[config.mk]
export PLATFORM = sky130hd
export DESIGN_NAME = ide_chan_decode
export DESIGN_NICKNAME = d
export VERILOG_FILES = /design/src/rtl/ide_dec_pkg.sv /design/src/rtl/ide_acc_qualify.sv /design/src/rtl/ide_rd_return.sv /design/src/rtl/ide_chan_decode.sv
export SDC_FILE = /design/constraint.sdc
export NUM_CORES = 1
export LEC_CHECK = 0
export BUFFER_PORTS_ARGS = -buffer_cell sky130_fd_sc_hd__buf_4
export CAP_MARGIN = 10
export CORE_ASPECT_RATIO = 2
export CORE_MARGIN = 8
export CORE_UTILIZATION = 39
export CTS_BUF_LIST = sky130_fd_sc_hd__clkbuf_4
export DETAILED_ROUTE_END_ITERATION = 10
export PLACE_DENSITY = 0.83
export SLEW_MARGIN = 20
export SYNTH_ARGS = -nofsm -noshare
export SYNTH_HDL_FRONTEND = slang
export SYNTH_HIERARCHICAL = 1
export SYNTH_SLANG_ARGS = --single-unit
export TNS_END_PERCENT = 10
[constraint.sdc]
create_clock -name clk -period 1.8 [get_ports clk]
set_input_delay 0.36 -clock clk [delete_from_list [all_inputs] [get_ports clk]]
set_output_delay 0.36 -clock clk [all_outputs]
set_load 0.02 [all_outputs]
[src/rtl/ide_dec_pkg.sv]
package ide_dec_pkg;
  localparam int TF_AW = 4;

  typedef enum logic [1:0] {
    SZ_BYTE = 2'd0,
    SZ_HALF = 2'd1,
    SZ_WORD = 2'd2,
    SZ_RSVD = 2'd3
  } acc_size_e;

  typedef struct packed {
    logic             ok;
    logic [TF_AW-1:0] addr;
    acc_size_e        size;
  } tf_cmd_t;

  function automatic logic [31:0] float_mask(acc_size_e s);
    case (s)
      SZ_BYTE: return 32'h0000_00FF;
      SZ_HALF: return 32'h0000_FFFF;
      default: return 32'hFFFF_FFFF;
    endcase
  endfunction
endpackage

[src/rtl/ide_acc_qualify.sv]
module ide_acc_qualify
  import ide_dec_pkg::*;
#(
  parameter int OFF_W      = 3,
  parameter int CTRL_OFF   = 2,
  parameter int CTRL_SHIFT = 2
) (
  input  logic             win,
  input  logic [OFF_W-1:0] off,
  input  acc_size_e        size,
  output tf_cmd_t          cmd
);
  localparam logic [OFF_W-1:0] CTRL_FWD = OFF_W'(CTRL_OFF + CTRL_SHIFT);

  always_comb begin
    cmd      = '0;
    cmd.size = size;
    if (!win) begin
      if (size == SZ_BYTE) begin
        cmd.ok   = 1'b1;
        cmd.addr = {1'b0, off};
      end else if (size != SZ_RSVD && off == '0) begin
        cmd.ok   = 1'b1;
        cmd.addr = '0;
      end
    end else if (size == SZ_BYTE && off[1:0] == 2'(CTRL_OFF)) begin
      cmd.ok   = 1'b1;
      cmd.addr = {1'b1, CTRL_FWD};
    end
  end
endmodule

[src/rtl/ide_rd_return.sv]
module ide_rd_return
  import ide_dec_pkg::*;
#(
  parameter int NUM_CH = 2,
  parameter int DW     = 32,
  parameter int CH_W   = 1
) (
  input  logic               clk,
  input  logic               rst,
  input  logic               rd_req,
  input  logic               ok,
  input  acc_size_e          size,
  input  logic [CH_W-1:0]    chan,
  input  logic [NUM_CH*DW-1:0] tf_rdata,
  output logic               rvalid,
  output logic [DW-1:0]      rdata
);
  logic [DW-1:0] sel;
  logic [DW-1:0] mask;
  logic [DW-1:0] nxt;

  always_comb begin
    sel = '0;
    for (int i = 0; i < NUM_CH; i++) begin
      if (chan == CH_W'(i)) sel = tf_rdata[i*DW +: DW];
    end
    mask = DW'(float_mask(size));
    nxt  = ok ? (sel & mask) : mask;
  end

  always_ff @(posedge clk) begin
    if (rst) begin
      rvalid <= 1'b0;
      rdata  <= '0;
    end else begin
      rvalid <= rd_req;
      if (rd_req) rdata <= nxt;
    end
  end
endmodule

[src/rtl/ide_chan_decode.sv]
module ide_chan_decode
  import ide_dec_pkg::*;
#(
  parameter int NUM_CH     = 2,
  parameter int DW         = 32,
  parameter int OFF_W      = 3,
  parameter int CTRL_OFF   = 2,
  parameter int CTRL_SHIFT = 2,
  localparam int CH_W      = (NUM_CH > 1) ? $clog2(NUM_CH) : 1
) (
  input  logic                 clk,
  input  logic                 rst,
  input  logic                 host_valid,
  input  logic [CH_W-1:0]      host_chan,
  input  logic                 host_win,
  input  logic [OFF_W-1:0]     host_off,
  input  logic [1:0]           host_size,
  input  logic                 host_we,
  input  logic [DW-1:0]        host_wdata,
  output logic                 host_rvalid,
  output logic [DW-1:0]        host_rdata,
  output logic [NUM_CH-1:0]    tf_stb,
  output logic                 tf_we,
  output logic [TF_AW-1:0]     tf_addr,
  output logic [1:0]           tf_size,
  output logic [DW-1:0]        tf_wdata,
  input  logic [NUM_CH*DW-1:0] tf_rdata
);
  tf_cmd_t cmd;

  ide_acc_qualify #(
    .OFF_W(OFF_W), .CTRL_OFF(CTRL_OFF), .CTRL_SHIFT(CTRL_SHIFT)
  ) u_qual (
    .win (host_win),
    .off (host_off),
    .size(acc_size_e'(host_size)),
    .cmd (cmd)
  );

  for (genvar c = 0; c < NUM_CH; c++) begin : g_stb
    assign tf_stb[c] = host_valid && cmd.ok && (host_chan == CH_W'(c));
  end

  assign tf_we    = host_we;
  assign tf_addr  = cmd.addr;
  assign tf_size  = cmd.size;
  assign tf_wdata = host_wdata;

  ide_rd_return #(
    .NUM_CH(NUM_CH), .DW(DW), .CH_W(CH_W)
  ) u_ret (
    .clk     (clk),
    .rst     (rst),
    .rd_req  (host_valid && !host_we),
    .ok      (cmd.ok),
    .size    (cmd.size),
    .chan    (host_chan),
    .tf_rdata(tf_rdata),
    .rvalid  (host_rvalid),
    .rdata   (host_rdata)
  );
endmodule

==> metrics.yaml <==
synth_xor_area_frac: 0
crit_family: "simple AND/OR/NAND/NOR gates"
cts_inserted_buffers: 5
hold_ws_ns: 0.375
synth_area_mm2: 0.00200
finClkSkew_ns: 0
fmax_mhz: 596
muxShareOfSynthArea: 0.176
worst-setup-path-type: "input pin to output pin"
wl_um: 5930
setup_tns_ns: 0
die_area_mm2: 0.00781
die_x_um: 66.6
dp_hpwl_um: 4740
ys_ff_latch: 33
postCtsHoldBufs: 0
initial_core_util: 0.396
relSlewSlack: 0.589
crit_top_cell: "buf_4"
nFillCells: 469
syn_nets: 311
worstMarginPinSlew_ns: 0.616
hold_depth: 2
layout-drive-gt1-share: 0.533
p_leak_uw: 0.00148
grt_max_degree: 21
post_drt_wl_per_cell_um: 17.2
num_rows: 37
core-area_mm2: 0.00505
synthAdderAreaFrac: 0
r2r_cells: 2
firstDrtPassIters: 3
rsz0062_at_grt: "no"
cts_tree: "built"
synthToLayoutAreaGrowth_pct: 34.9
arrival_ns: 1.32
ys_seq_area_frac: 0.330
path_cells: "buf_4 > nor4b_2 > a211o_1 > and3b_1 > buf_4"
cts_htree_levels: 2
clkLatencyLatePin_ns: 0.31
path_clk_slew_ns: 0.10
insertedDiodeCount: 0
io_pins: 181
timing.critical_path.buf_inv: 2
cts.path.max_buffers: 2
vias_per_cell: 5.25
crit_required_ns: 1.44
ys_warn_count: 6
synth_top_family_by_area: "compound AO/OA/AOI/OAI gates"
synth_compound_area_frac: 0.205
cp_num_cells: 5
gr-total-overflow: 0
hold_violations: 0
drt_iter0_drc: 35
crit_path_end_kind: "output pin"
cpPeakStageDelay_ns: 0.28
ant_nets: 0
final-setup-viol-count: 0
slew_violations: 0
fin_crit_ns: 1.68
grt_usage: 0.148
final_nets: 393
grt_pass1_vias: 1977
grt_pass1_wl_um: 9290
gp_congestion: 0.866
ir_drop_v: 0.000424
power.density_mw_per_mm2: 625
synth-simple-area-share: 0.0989
synth_cells: 204
io_buffers: 116
cts.sinks: 33
period_share: 0.931
maxCapViolCount: 0
yosysUniqueCellTypes: 29
cts-root-buf: "clkbuf_4"
vias: 1810
crit_path_top_delay_cell: "nor4b_2"
antenna_found_initial: 0
final_cell_mix: "buf_4, dfxtp_1, mux2i_1, a21o_1, a21oi_1"
start_kind: "input pin"
drc: 0
layout_commonest_cell: "buf_4"
status: "completed"
path_max_fanout: 7
syn_area_per_cell_um2: 9.80
hold_path_class: "input pin to flop"
die_height_um: 117
-- worst paths after layout --
path | from | end | slack (ns)
max | host_size[1] | tf_stb[0] | 0.12
max reg2reg | u_ret/rdata[7]$_SDFFE_PP0P_ | u_ret/rdata[7]$_SDFFE_PP0P_ | 1.15
min reg2reg | u_ret/rdata[25]$_SDFFE_PP0P_ | u_ret/rdata[25]$_SDFFE_PP0P_ | 0.46
min | rst | u_ret/rdata[8]$_SDFFE_PP0P_ | 0.37
-- layer usage --
metal / vias to the layer above / wire length, um / GRT usage
met5: - / 0 / 0
met2: 135 / 2580 / 0.228
met3: 8 / 945 / 0.0944
met4: 0 / 84 / 0.0488
met1: 822 / 2320 / 0.161
li1: 845 / - / -
-- repair_timing --
item                                    CTS  global route
resized for setup                         0             0
setup buffers                             0             1
endpoints found under the setup margin    0             2
-- kinds of logic (layout without fill, tap and decap cells) --
logic type / after synthesis / after routing
mux: 32 / 32
buf+inv: 48 / 131
simple gates: 31 / 31
compound gates: 60 / 60
flops: 33 / 33
-- power by group --
group	internal, uW	switching [uW]	total [uW]
clock	164	229	393
combinational	272	228	500
sequential	772	22.1	794
total	1210	479	1690
-- registers in the layout, indices dropped and copies added, names as in the netlist --
name          flops
u_ret/rvalid      1
u_ret/rdata      32
-- stage by stage --
stage                      util  setup slack, ns  power (uW)  cells  area [um2]
final                     0.535            0.123        1690    345        2700
after global routing      0.535           0.0294        1800    345        2700
after CTS                 0.533           0.0710        1710    344        2690
after global placement    0.522            0.124        1300    336        2640
after detailed placement  0.522           0.0459        1310    336        2640
after floorplan               -            0.256        1170    204        2000
-- layout make-up --
type	count	area (um2)	share of cell area
clock buffers	6	45.0	0.0167
clock inverters	2	10.0	0.00371
multi-input cells	123	961	0.356
flip-flops and latches	33	661	0.245
well taps	58	72.6	0.0269
repair buffers	123	948	0.352
-- synth_stat cells --
| cell | n | area share |
|---|---|---|
| a211o_1 | 1 | 0.0044 |
| a211oi_1 | 1 | 0.0038 |
| a21o_1 | 24 | 0.090 |
| a21oi_1 | 17 | 0.043 |
| a21oi_2 | 8 | 0.035 |
| and2_1 | 2 | 0.0063 |
| and2_2 | 1 | 0.0038 |
| and3_2 | 1 | 0.0038 |
| and3b_1 | 1 | 0.0044 |
| buf_12 | 2 | 0.020 |
| buf_2 | 3 | 0.0075 |
| buf_4 | 37 | 0.14 |
| buf_6 | 3 | 0.017 |
| clkbuf_1 | 3 | 0.0056 |
| dfxtp_1 | 33 | 0.33 |
| mux2_2 | 2 | 0.011 |
| mux2_4 | 6 | 0.045 |
| mux2i_1 | 24 | 0.12 |
| nand2_1 | 1 | 0.0019 |
| nand2b_1 | 9 | 0.028 |
| nand3b_1 | 1 | 0.0038 |
| nand3b_4 | 1 | 0.010 |
| nor2_1 | 8 | 0.015 |
| nor2_2 | 1 | 0.0031 |
| nor2b_1 | 2 | 0.0063 |
| nor3_1 | 2 | 0.0050 |
| nor4b_2 | 1 | 0.0075 |
| o21ai_2 | 1 | 0.0044 |
| o22ai_1 | 8 | 0.025 |
Note: power is estimated with default switching activity, not from simulation.
